`config.mk`:
```
export PLATFORM = sky130hd
export DESIGN_NAME = bytecfg_loader
export DESIGN_NICKNAME = d
export VERILOG_FILES = /design/src/rtl/bcl_pkg.sv /design/src/rtl/bcl_mode_gate.sv /design/src/rtl/bcl_idx_ctr.sv /design/src/rtl/bcl_framer.sv /design/src/rtl/bytecfg_loader.sv
export SDC_FILE = /design/constraint.sdc
export NUM_CORES = 1
export LEC_CHECK = 0
export ABC_AREA = 0
export BUFFER_PORTS_ARGS = -buffer_cell sky130_fd_sc_hd__buf_2
export CORE_MARGIN = 3
export CORE_UTILIZATION = 42
export CTS_BUF_LIST = sky130_fd_sc_hd__clkbuf_4 sky130_fd_sc_hd__clkbuf_8
export DETAILED_ROUTE_END_ITERATION = 8
export GPL_TIMING_DRIVEN = 0
export PLACE_DENSITY = 0.69
export SLEW_MARGIN = 25
export SYNTH_ARGS = -nofsm -noshare
export SYNTH_HDL_FRONTEND = slang
export SYNTH_SLANG_ARGS = --single-unit
```
`constraint.sdc`:
```
create_clock -name clk -period 2.28 [get_ports clk]
set_input_delay 0.342 -clock clk [delete_from_list [all_inputs] [get_ports clk]]
set_output_delay 0.342 -clock clk [all_outputs]
set_load 0.02 [all_outputs]
```
`src/rtl/bcl_pkg.sv`:
```
package bcl_pkg;

  typedef enum logic [2:0] {
    LD_WAIT,
    LD_HEAD,
    LD_BODY,
    LD_TAIL,
    LD_DONE,
    LD_FAIL
  } ld_state_t;

  localparam logic [2:0] LOAD_MODE = 3'b010;

  function automatic logic mode_selects_load(input logic [2:0] m);
    return m == LOAD_MODE;
  endfunction

  function automatic int unsigned idx_bits(input int unsigned n);
    return (n < 2) ? 1 : $clog2(n);
  endfunction

  function automatic logic is_terminal(input ld_state_t s);
    return (s == LD_DONE) || (s == LD_FAIL);
  endfunction

endpackage

```
`src/rtl/bcl_mode_gate.sv`:
```
module bcl_mode_gate
  import bcl_pkg::*;
(
  input  logic [2:0] mode,
  output logic       act
);
  assign act = mode_selects_load(mode);
endmodule

```
`src/rtl/bcl_idx_ctr.sv`:
```
module bcl_idx_ctr #(
  parameter int unsigned N  = 4,
  parameter int unsigned IW = 2
) (
  input  logic          clk,
  input  logic          rst_n,
  input  logic          clr,
  input  logic          inc,
  output logic [IW-1:0] idx,
  output logic          last
);
  localparam logic [IW-1:0] LAST_IDX = IW'(N - 1);

  assign last = (idx == LAST_IDX);

  always_ff @(posedge clk) begin
    if (!rst_n || clr) idx <= '0;
    else if (inc)      idx <= last ? '0 : idx + 1'b1;
  end

  p_index_bound_r4: assert property (@(posedge clk) disable iff (!rst_n)
    idx <= LAST_IDX);

endmodule

```
`src/rtl/bcl_framer.sv`:
```
module bcl_framer
  import bcl_pkg::*;
#(
  parameter int unsigned N          = 4,
  parameter int unsigned IW         = 2,
  parameter logic [7:0]  START_CODE = 8'hFE,
  parameter logic [7:0]  STOP_CODE  = 8'hFF,
  parameter logic [7:0]  END_CODE   = 8'hA5
) (
  input  logic          clk,
  input  logic          rst_n,
  input  logic          act,
  input  logic [7:0]    din,
  input  logic [IW-1:0] idx,
  input  logic          idx_last,
  output logic          idx_clr,
  output logic          idx_inc,
  output logic [7:0]    fd_data,
  output logic          fd_valid,
  output logic [IW-1:0] fd_index,
  output logic          done,
  output logic          err
);
  ld_state_t st, nxt;

  // named internal events
  logic hdr_start, hdr_eos, hdr_bad, tail_bad, body_cap;

  assign hdr_start = act && (st == LD_HEAD) && (din == START_CODE);
  assign hdr_eos   = act && (st == LD_HEAD) && (din == END_CODE);
  assign hdr_bad   = act && (st == LD_HEAD) && !hdr_start && !hdr_eos;
  assign tail_bad  = act && (st == LD_TAIL) && (din != STOP_CODE);
  assign body_cap  = act && (st == LD_BODY);

  assign idx_clr = !act || (st != LD_BODY);
  assign idx_inc = body_cap;

  always_comb begin
    nxt = st;
    if (!act) begin
      if (!is_terminal(st)) nxt = LD_WAIT;
    end else begin
      case (st)
        LD_WAIT: nxt = LD_HEAD;
        LD_HEAD: nxt = hdr_start ? LD_BODY : (hdr_eos ? LD_DONE : LD_FAIL);
        LD_BODY: nxt = idx_last ? LD_TAIL : LD_BODY;
        LD_TAIL: nxt = tail_bad ? LD_FAIL : LD_HEAD;
        default: nxt = st;
      endcase
    end
  end

  always_ff @(posedge clk) begin
    if (!rst_n) begin
      st       <= LD_WAIT;
      fd_valid <= 1'b0;
      fd_data  <= '0;
      fd_index <= '0;
      done     <= 1'b0;
      err      <= 1'b0;
    end else begin
      st       <= nxt;
      fd_valid <= body_cap;
      if (body_cap) begin
        fd_data  <= din;
        fd_index <= idx;
      end
      if (hdr_eos)             done <= 1'b1;
      if (hdr_bad || tail_bad) err  <= 1'b1;
    end
  end

  p_reset_clear_r1: assert property (@(posedge clk)
    !rst_n |=> (!fd_valid && !done && !err && st == LD_WAIT));
  p_valid_needs_mode_r2: assert property (@(posedge clk) disable iff (!rst_n)
    fd_valid |-> $past(act));
  p_setup_no_data_r3: assert property (@(posedge clk) disable iff (!rst_n)
    (st == LD_WAIT) |=> !fd_valid);
  p_body_entry_r5: assert property (@(posedge clk) disable iff (!rst_n)
    (st == LD_BODY) |-> $past(st == LD_HEAD || st == LD_BODY));
  p_err_source_r7: assert property (@(posedge clk) disable iff (!rst_n)
    $rose(err) |-> $past(st == LD_HEAD || st == LD_TAIL));
  p_err_sticky_r6: assert property (@(posedge clk) disable iff (!rst_n)
    err |=> (err && !fd_valid));
  p_done_sticky_r8: assert property (@(posedge clk) disable iff (!rst_n)
    done |=> (done && !fd_valid));
  p_flags_exclusive_r8: assert property (@(posedge clk) disable iff (!rst_n)
    !(done && err));

endmodule

```
`src/rtl/bytecfg_loader.sv`:
```
module bytecfg_loader
  import bcl_pkg::*;
#(
  parameter int unsigned PAYLOAD_BYTES = 4,
  parameter logic [7:0]  START_CODE    = 8'hFE,
  parameter logic [7:0]  STOP_CODE     = 8'hFF,
  parameter logic [7:0]  END_CODE      = 8'hA5
) (
  input  logic       clk,
  input  logic       rst_n,
  input  logic [2:0] mode,
  input  logic [7:0] din,
  output logic [7:0] fd_data,
  output logic       fd_valid,
  output logic [idx_bits(PAYLOAD_BYTES)-1:0] fd_index,
  output logic       done,
  output logic       err
);
  localparam int unsigned IW = idx_bits(PAYLOAD_BYTES);

  logic          act;
  logic          idx_clr, idx_inc, idx_last;
  logic [IW-1:0] idx;

  bcl_mode_gate u_gate (
    .mode (mode),
    .act  (act)
  );

  bcl_idx_ctr #(.N(PAYLOAD_BYTES), .IW(IW)) u_idx (
    .clk   (clk),
    .rst_n (rst_n),
    .clr   (idx_clr),
    .inc   (idx_inc),
    .idx   (idx),
    .last  (idx_last)
  );

  bcl_framer #(
    .N(PAYLOAD_BYTES), .IW(IW),
    .START_CODE(START_CODE), .STOP_CODE(STOP_CODE), .END_CODE(END_CODE)
  ) u_framer (
    .clk      (clk),
    .rst_n    (rst_n),
    .act      (act),
    .din      (din),
    .idx      (idx),
    .idx_last (idx_last),
    .idx_clr  (idx_clr),
    .idx_inc  (idx_inc),
    .fd_data  (fd_data),
    .fd_valid (fd_valid),
    .fd_index (fd_index),
    .done     (done),
    .err      (err)
  );

endmodule

```
==> results of run 1 <==
[kinds of logic (layout without fill, tap and decap cells)]
family / count (synthesis) / in the layout / share of synthesized area (%)
DFF: 18 / 18 / 48.4
AOI/OAI and AO/OA: 12 / 12 / 10.8
adders and majority gates: 1 / 1 / 1.68
buffers and inverters: 5 / 33 / 2.69
muxes: 9 / 9 / 12.1
and+or+nand+nor: 34 / 34 / 23.2
xor gates and xnor gates: 1 / 1 / 1.18
[stage by stage]
| stage | instance area, um^2 | setup WS (ns) | std cells | hold WS, ns |
|---|---|---|---|---|
| after floorplan | 744 | 0.735 | 80 | 0.429 |
| after global placement | 900 | 0.534 | 129 | 0.441 |
| after detailed placement | 900 | 0.514 | 129 | 0.448 |
| after CTS | 922 | 0.760 | 132 | 0.318 |
| after global routing | 922 | 0.633 | 132 | 0.311 |
| final | 922 | 0.775 | 132 | 0.325 |
[power breakdown]
part           internal (uW)  switching, uW  total, uW
Clock                   61.3           88.4        150
Combinational           13.0           18.8       31.8
Sequential               315          0.734        316
[cell usage after synthesis]
master and instances:
a22oi_1 1, o21a_1 1, and3_1 3, ha_1 1, or3_1 1, o311ai_0 1
dfxtp_1 18, a41oi_1 1, nor3_1 3, buf_2 1, nand4_1 2, or4_4 1
a21oi_1 4, o21ai_0 2, xor2_1 1, clkbuf_1 2, nand2b_1 1, nand2_1 5
nor4_1 2, or3b_1 1, o31a_1 2, mux2i_1 9, inv_1 2, nor3b_1 1
nand3_1 2, nor2_1 12
[worst paths after layout]
kind / end / slack, ns / cells after the start
max: u_framer.fd_data[7] / 0.77 / 5
min reg2reg: u_framer.fd_index[1] / 0.45 / 2
min: u_framer.st[0] / 0.33 / 2
max reg2reg: u_framer.fd_data[7] / 0.77 / 5
[sequential cells by signal, summed over array words and instances (netlist names)]
signal / flops
u_framer.done: 1
u_framer.err: 1
u_framer.fd_data: 8
u_framer.fd_index: 2
u_framer.fd_valid: 1
u_framer.st: 3
u_idx.idx: 2
[per-layer routing]
metal	up-vias	global-route usage, %
li1	347	-
met1	304	18.2
met2	15	25.6
met3	2	2.21
met4	0	8.06
met5	-	0
[critical path: stages (launching register included)]
cell,delay [ns]
dfxtp_1,0.32
clkbuf_1,0.27
and3_1,0.24
buf_2,0.27
mux2i_1,0.23
nor2_1,0.05
[layout make-up]
class                      count  area (um^2)
tap                           24         30.0
inverter                       2         7.51
buffer                         3         12.5
multi-input combinational     57          364
clock buffer                   3         22.5
sequential                    18          360
fill                         167          672
timing repair buffer          25          125
==> out/results.tsv, run 1 <==
stage	metric	value	unit
run_status	status	complete, no violations	
worst_setup_path	reg2reg_from	u_framer.st[1]	
clock_network	ctsLongestPathBuffers	2	
clock_network	post_cts_buffers	0	
worst_setup_path	crit_fanout	10	
power_and_ir_drop	leakagePower	0.000394	uW
clock_network	clkTransAtPathRegs	0.09	ns
sta	hold_viol_final	0	
sta	max_freq	664	MHz
drt	wl_met2	774	um
synth	synth-seq-area-share	48.4	%
placed_design	dp_hpwl	1230	um
synth	ys_top_cells_by_area	dfxtp_1 (48%), mux2i_1 (12%), nor2_1 (6.1%)	
clock_network	root_buffer	clkbuf_4	
drt	drt_iter0_drc	6	
worst_setup_path	cp.arrival	1.67	ns
worst_setup_path	endpoint_kind	flop	
finish	final_cell_mix	buf_2 (26), dfxtp_1 (18), nor2_1 (12), mux2i_1 (9), nand2_1 (5)	
synth	syn_area	744	um^2
sta	post-route-min-period	1.51	ns
drt	drc	0	
synth	yosysTopAreaCell	dfxtp_1	
clock_network	cts_tree	yes	
power_and_ir_drop	powerDensity	539	nW/um^2
finish	utilization	57.8	%
floorplan	start_util	46.7	%
drt	first_pass_iters	4	
sta	drv_slew	0	
drt	met1_length	718	um
drt	vias	668	
global_route	grt_max_degree	11	
worst_setup_path	startpoint	u_framer.st[1]	
sta	worstMarginPinSlew	0.472	ns
synth	ys.warnings.count	0	
clock_network	cts_max_level	1	
floorplan	num_rows	14	
synth	syn_nets	94	
worst_setup_path	start_kind	flop	
synth	synth_top_area_share	48.4	%
floorplan	fp.dieW	48.1	um
drt	wl_per_cell	12.0	um
min_path	hp-class	in2reg	
global_route	grt_pass1_vias	599	
drt	drt-total-wl	1580	um
finish	syn2layout_area_growth	23.9	%
clock_network	cts_buffers	3	
global_route	overflow	0	
floorplan	die_h	48.1	um
clock_network	post_cts_resize_count	0	
drt	wl_met3	73	um
floorplan	core_area	1590	um^2
floorplan	dieArea	2310	um^2
flow_run	drv_cap	0	
drt	postRouteAntennaNets	0	
clock_network	clock_latency	0.28	ns
sta	skew	0.00121	ns
global_route	grt_use_total	15.1	%
clock_network	ctsHoldBuffers	0	
finish	n_antenna_cell	0	
global_route	antenna_found_initial	0	
sta	setup_violations	0	
worst_setup_path	critPathKind	reg2reg	
placed_design	gp_congestion	0.746	
synth	synthCells	80	
synth	ys_types	26	
sta	rsz0062_at_grt	false	
sta	tns	0	ns
sta	finalCritPeriodShare	66.0	%
synth	ys_seq_elements	18	
placed_design	place.port_buffers	25	
sta	slew_headroom	68.5	%
min_path	hp-start	rst_n	
floorplan	ioPinCount	26	
clock_network	cts.sink_count	18	
power_and_ir_drop	vdd_ir_drop_max	0.000331	V
finish	layout_commonest_cell	buf_2	
finish	drive_above_1_share	27.8	%
power_and_ir_drop	total_power	497	uW
finish	final_nets	124	
global_route	grt_pass1_wl	2450	um
synth	avgSynthCellArea	9.31	um^2
drt	vias_per_cell	5.06	
worst_setup_path	required	2.44	ns
drt	top_layer	met4	
Power figures use the tool's default switching activity.
==> run 2, diff against run 1 <==
--- a/config.mk
+++ b/config.mk
@@ -12,7 +12,7 @@
 export CTS_BUF_LIST = sky130_fd_sc_hd__clkbuf_4 sky130_fd_sc_hd__clkbuf_8
 export DETAILED_ROUTE_END_ITERATION = 8
 export GPL_TIMING_DRIVEN = 0
-export PLACE_DENSITY = 0.69
+export PLACE_DENSITY = 0.72
 export SLEW_MARGIN = 25
 export SYNTH_ARGS = -nofsm -noshare
 export SYNTH_HDL_FRONTEND = slang
==> constraint.sdc (replaced) <==
create_clock -name clk -period 1.3 [get_ports clk]
set_input_delay 0.195 -clock clk [delete_from_list [all_inputs] [get_ports clk]]
set_output_delay 0.195 -clock clk [all_outputs]
set_load 0.02 [all_outputs]
==> run 2 against run 1 <==
- the flow now finishes with violations (setup timing)
- sequential power is 75% higher
- final area increased by 7.3%
- global-route usage up 0.72 points
- hold slack worse by 0.16 ns
- utilization grew 4.2 points
- wire length grew 9.2%
- worst setup slack worse by 0.78 ns
- combinational power increased by 110%
- fmax increased by 15%
- first-iteration DRC count grew to 3.7 times the previous value
==> out/results.tsv, run 2 (synthesized netlist as in run 1, its figures left out) <==
stage	metric	value	unit	change
drt	drc	0		unchanged
finish	final_area	990	um^2	+7.3%
clock_network	ctsLongestPathBuffers	2		unchanged
worst_setup_path	start_kind	flop		
drt	first_pass_iters	4		unchanged
power_and_ir_drop	vdd_ir_drop_max	0.000504	V	+52%
drt	vias	692		+3.6%
min_path	hp-class	in2reg		
drt	wl_per_cell	13.1	um	+9.2%
sta	setup_violations	1		+1
finish	fill_cells	140		-16%
floorplan	ioPinCount	26		unchanged
finish	final_cell_mix	buf_2 (25), dfxtp_1 (15), nor2_1 (11), mux2i_1 (8), nand2_1 (5)		
drt	drt_iter0_drc	22		+16
finish	utilization	62.1	%	+4.2 points
run_status	violations	setup timing		
finish	n_antenna_cell	0		unchanged
global_route	grt_pass1_wl	2550	um	+4.2%
power_and_ir_drop	powerDensity	904	nW/um^2	+68%
sta	hold_viol_final	0		unchanged
finish	final_nets	124		unchanged
run_status	status	finished, violations left		
clock_network	cts_tree	yes		
floorplan	die_h	48.1	um	unchanged
clock_network	cts.sink_count	18		unchanged
drt	postRouteAntennaNets	0		unchanged
sta	skew	0.00564	ns	+0.00442 ns
sta	rsz0062_at_grt	true		
clock_network	clock_latency	0.29	ns	about the same
worst_setup_path	endpoint_kind	flop		
global_route	grt_use_total	15.8	%	+0.72 points
floorplan	fp.dieW	48.1	um	unchanged
sta	finalCritPeriodShare	101	%	+35 points
clock_network	root_buffer	clkbuf_4		
clock_network	cts_buffers	3		unchanged
sta	worst_slack	-0.00678	ns	-0.782 ns
worst_setup_path	required	1.54	ns	-0.90 ns
power_and_ir_drop	leakagePower	0.000406	uW	+3.0%
placed_design	dp_hpwl	1190	um	-2.7%
global_route	grt_max_degree	11		unchanged
flow_run	drv_cap	0		unchanged
global_route	overflow	0		unchanged
sta	drv_slew	0		unchanged
drt	vias_per_cell	5.24		+3.6%
finish	layout_commonest_cell	buf_2		
finish	regMostFlops	u_framer.fd_data		
drt	drt-total-wl	1730	um	+9.2%
clock_network	clkTransAtPathRegs	0.10	ns	about the same
clock_network	cts_max_level	1		unchanged
placed_design	gp_congestion	0.809		+8.4%
finish	drive_above_1_share	38.0	%	+10 points
sta	max_freq	765	MHz	+15%
global_route	antenna_found_initial	0		unchanged
finish	largest_reg_flops	8		unchanged
placed_design	pre_cts_ws	-0.266	ns	-0.780 ns
finish	reg_top3	u_framer.fd_data: 8 flops, u_framer.st: 3 flops		
placed_design	place.port_buffers	25		unchanged
worst_setup_path	cp.arrival	1.55	ns	-0.12 ns
floorplan	core_area	1590	um^2	unchanged
finish	syn2layout_area_growth	32.9	%	
worst_setup_path	crit_fanout	4		-6
clock_network	ctsHoldBuffers	0		unchanged
floorplan	dieArea	2310	um^2	unchanged
sta	worstMarginPinSlew	0.484	ns	+0.0120 ns
sta	tns	-0.00678	ns	-0.00678 ns
worst_setup_path	critPathKind	reg2reg		
sta	post-route-min-period	1.31	ns	-0.198 ns
placed_design	place_area	902	um^2	+0.28%
global_route	grt_pass1_vias	589		-1.7%
floorplan	start_util	46.7	%	unchanged
sta	slew_headroom	67.7	%	-0.80 points
sta	fin_hold_ws	0.166	ns	-0.160 ns
floorplan	num_rows	14		unchanged
[run 2: per-stage QoR]
stage	cells	power, uW
2_1_floorplan	80	587
3_3_place_gp	129	620
3_5_place_dp	129	621
4_1_cts	131	896
5_1_grt	132	926
6_report	132	895
[run 2: worst max-delay path, stage by stage, from the launching register on]
cell	delay, ns
dfxtp_4	0.37
nand2b_4	0.15
or3_4	0.39
nor3_1	0.21
o21a_1	0.14
[run 2: routing by layer]
layer	GRT usage [%]	share of wire, %	vias up
met1	21.0	45	314
met3	3.32	7.0	2
met4	6.45	0.93	0
li1	-	-	344
met5	0	0	-
met2	24.8	47	32
[run 2: area by class of cell]
type | instances | area (um^2) | share of cell area, %
tap | 24 | 30.0 | 3.03
inverter | 2 | 7.51 | 0.759
clock buffer | 3 | 22.5 | 2.28
buffer | 1 | 3.75 | 0.379
sequential | 18 | 369 | 37.3
timing repair buffer | 27 | 140 | 14.2
multi-input combinational | 57 | 417 | 42.1
[run 2: worst paths after layout]
path                                      startpoint                   end  slack, ns  cells past startpoint
worst max-delay path                  u_framer.st[2]         u_framer.done     -0.007                      4
worst min register to register  u_framer.fd_index[0]  u_framer.fd_index[0]       0.45                      2
worst min-delay path                           rst_n        u_framer.st[0]       0.17                      2
worst max register to register        u_framer.st[2]         u_framer.done     -0.007                      4
[run 2: timing repair]
item,CTS,global route
setup endpoints to repair,10,11
pin swaps,0,1
buffers inserted,0,2
gates resized for setup,4,11
[run 2: power breakdown]
part           switching (uW)  total, uW  internal [uW]
registers                2.45        552            549
clock network             169        277            108
logic                    38.6       66.2           27.6
==> run 3, diff against run 2 <==
--- a/config.mk
+++ b/config.mk
@@ -12,7 +12,7 @@
 export CTS_BUF_LIST = sky130_fd_sc_hd__clkbuf_4 sky130_fd_sc_hd__clkbuf_8
 export DETAILED_ROUTE_END_ITERATION = 8
 export GPL_TIMING_DRIVEN = 0
-export PLACE_DENSITY = 0.72
+export PLACE_DENSITY = 0.83
 export SLEW_MARGIN = 25
 export SYNTH_ARGS = -nofsm -noshare
 export SYNTH_HDL_FRONTEND = slang
==> run 3 against run 2 <==
- the run now ends clean
- sequential cell count did not move
- count of clock-buffer cells in the layout rose by 1
- largest power group unchanged
- first-iteration DRC count rose by 64%
- sequential power barely moved
- final area fell by 0.13%
- critical endpoint is now u_framer.st[0]
- via count rose by 0.43%
- clock power rose by 24%
- wire length barely moved
==> out/results.tsv, run 3 (synthesized netlist as in run 1, its figures left out) <==
stage	metric	value	unit	change
finish	final_cell_mix	buf_2 (24), dfxtp_1 (15), nor2_1 (11), mux2i_1 (8), nand2_1 (5)		
sta	skew	0.0121	ns	+0.00650 ns
finish	n_antenna_cell	0		unchanged
floorplan	core_area	1590	um^2	unchanged
global_route	grt_max_degree	11		unchanged
flow_run	drv_cap	0		unchanged
worst_setup_path	critPathKind	in2reg		
worst_setup_path	crit_fanout	3		-1
global_route	antenna_found_initial	0		unchanged
placed_design	placed_cells	129		unchanged
worst_setup_path	r2r_end	u_framer.st[0]		
sta	drv_slew	0		unchanged
sta	finalCritPeriodShare	99.2	%	-1.3 points
floorplan	fp.dieW	48.1	um	unchanged
clock_network	cts_buffers	3		unchanged
floorplan	dieArea	2310	um^2	unchanged
drt	postRouteAntennaNets	0		unchanged
floorplan	die_h	48.1	um	unchanged
finish	final_nets	123		-0.81%
drt	drt-total-wl	1730	um	about the same
global_route	grt_use_total	16.6	%	+0.77 points
placed_design	place_area	902	um^2	unchanged
run_status	status	complete, no violations		
placed_design	gp_congestion	0.802		-0.89%
floorplan	start_util	46.7	%	unchanged
sta	rsz0062_at_grt	true		
drt	vias	695		+0.43%
global_route	grt_pass1_wl	2670	um	+4.6%
finish	final_area	988	um^2	-0.13%
finish	regMostFlops	u_framer.fd_data		
power_and_ir_drop	vdd_ir_drop_max	0.000731	V	+45%
worst_setup_path	cp.arrival	1.48	ns	-0.07 ns
global_route	overflow	0		unchanged
finish	utilization	62.0	%	-0.078 points
worst_setup_path	start_kind	input pin		
finish	final_cells	132		unchanged
placed_design	place.port_buffers	25		unchanged
finish	drive_above_1_share	38.0	%	unchanged
worst_setup_path	path_buf_inv	1		+1
worst_setup_path	critical_path.top_delay_family	simple AND/OR/NAND/NOR gates		
power_and_ir_drop	powerDensity	974	nW/um^2	+7.8%
placed_design	pre_cts_ws	-0.269	ns	-0.00313 ns
worst_setup_path	r2r_setup_slack	0.03	ns	+0.04 ns
drt	vias_per_cell	5.27		+0.43%
power_and_ir_drop	leakagePower	0.000407	uW	+0.37%
floorplan	num_rows	14		unchanged
sta	hold_viol_final	0		unchanged
worst_setup_path	critical_path.endpoint	u_framer.st[0]		
worst_setup_path	reg2reg_from	u_framer.st[2]		
finish	syn2layout_area_growth	32.8	%	
floorplan	ioPinCount	26		unchanged
worst_setup_path	path_depth	5		+1
clock_network	clock_latency	0.29	ns	about the same
worst_setup_path	cp_cell_sequence	buf_2 > or4_4 > mux2i_2 > a41oi_2 > o31a_1		
min_path	hp-class	in2reg		
sta	worstMarginPinSlew	0.485	ns	+0.000371 ns
worst_setup_path	required	1.49	ns	-0.05 ns
global_route	grt_pass1_vias	606		+2.9%
worst_setup_path	r2r_cells	4		unchanged
worst_setup_path	critical_path.slowest_cell	or4_4		
sta	slew_headroom	67.7	%	about the same
sta	max_freq	775	MHz	+1.3%
clock_network	cts.sink_count	18		unchanged
clock_network	root_buffer	clkbuf_4		
drt	drc	0		unchanged
clock_network	cts_tree	yes		
worst_setup_path	endpoint_kind	flop		
worst_setup_path	crit_path_max_incr_delay	0.52	ns	+0.13 ns
finish	layout_commonest_cell	buf_2		
drt	wl_per_cell	13.1	um	about the same
finish	reg_top3	u_framer.fd_data: 8 flops, u_framer.st: 3 flops		
sta	setup_violations	0		-1
clock_network	cts_max_level	1		unchanged
sta	worst_slack	0.00986	ns	+0.0166 ns
clock_network	ctsLongestPathBuffers	2		unchanged
sta	tns	0	ns	+0.00678 ns
sta	post-route-min-period	1.29	ns	-0.0166 ns
clock_network	clkTransAtPathRegs	0.11	ns	about the same
drt	first_pass_iters	6		+2
drt	drt_iter0_drc	36		+64%
worst_setup_path	startpoint	din[3]		
placed_design	dp_hpwl	1230	um	+3.2%
finish	largest_reg_flops	8		unchanged
-- run 3: how the worst min path moves through the flow --
stage	from	to	slack [ns]	cells after the start
after floorplan	rst_n	u_framer.done	0.31	1
after global placement	u_idx.idx[0]	u_idx.idx[0]	0.44	1
after detailed placement	u_framer.fd_index[1]	u_framer.fd_index[1]	0.45	2
after CTS	rst_n	u_framer.st[0]	0.15	2
after global routing	rst_n	u_framer.st[0]	0.15	2
final	din[6]	u_framer.fd_data[6]	0.14	3
-- run 3: per-stage QoR --
stage	total power [uW]	hold slack, ns
final	963	0.142
after CTS	963	0.153
after floorplan	587	0.313
after global placement	620	0.442
after detailed placement	622	0.451
after global routing	1010	0.153
-- run 3: what timing repair did --
item	CTS	global route
hold buffers	0	0
gates resized for setup	5	10
pin swaps	0	4
setup endpoints to repair	11	10
endpoints found under the hold margin	0	0
buffers inserted	0	1
-- run 3: layout make-up --
class,count,area [um^2]
plain buffers,1,3.75
clock buffers,4,36.3
fillers,142,606
inverters,2,7.51
multi-input cells,57,405
flip-flops and latches,18,367
well taps,24,30.0
repair buffers,26,139
-- run 3: power by group --
part	switching [uW]	total (uW)	leakage [uW]	internal (uW)
Clock	174	344	0.0000210	170
Combinational	36.8	65.2	0.000240	28.5
Sequential	2.65	553	0.000147	551
-- run 3: layer usage --
metal	GRT usage [%]	vias up	part of all wire [%]
li1	-	346	-
met1	21.3	320	45
met2	27.2	27	48
met3	3.32	2	6.6
met4	6.45	0	0.70
met5	0	-	0
-- run 3: worst register-to-register path: stages, from the launching register on --
cell      delay (ns)
dfxtp_4         0.37
nand2b_4        0.16
or3_4           0.35
a41oi_2         0.20
o31a_1          0.16
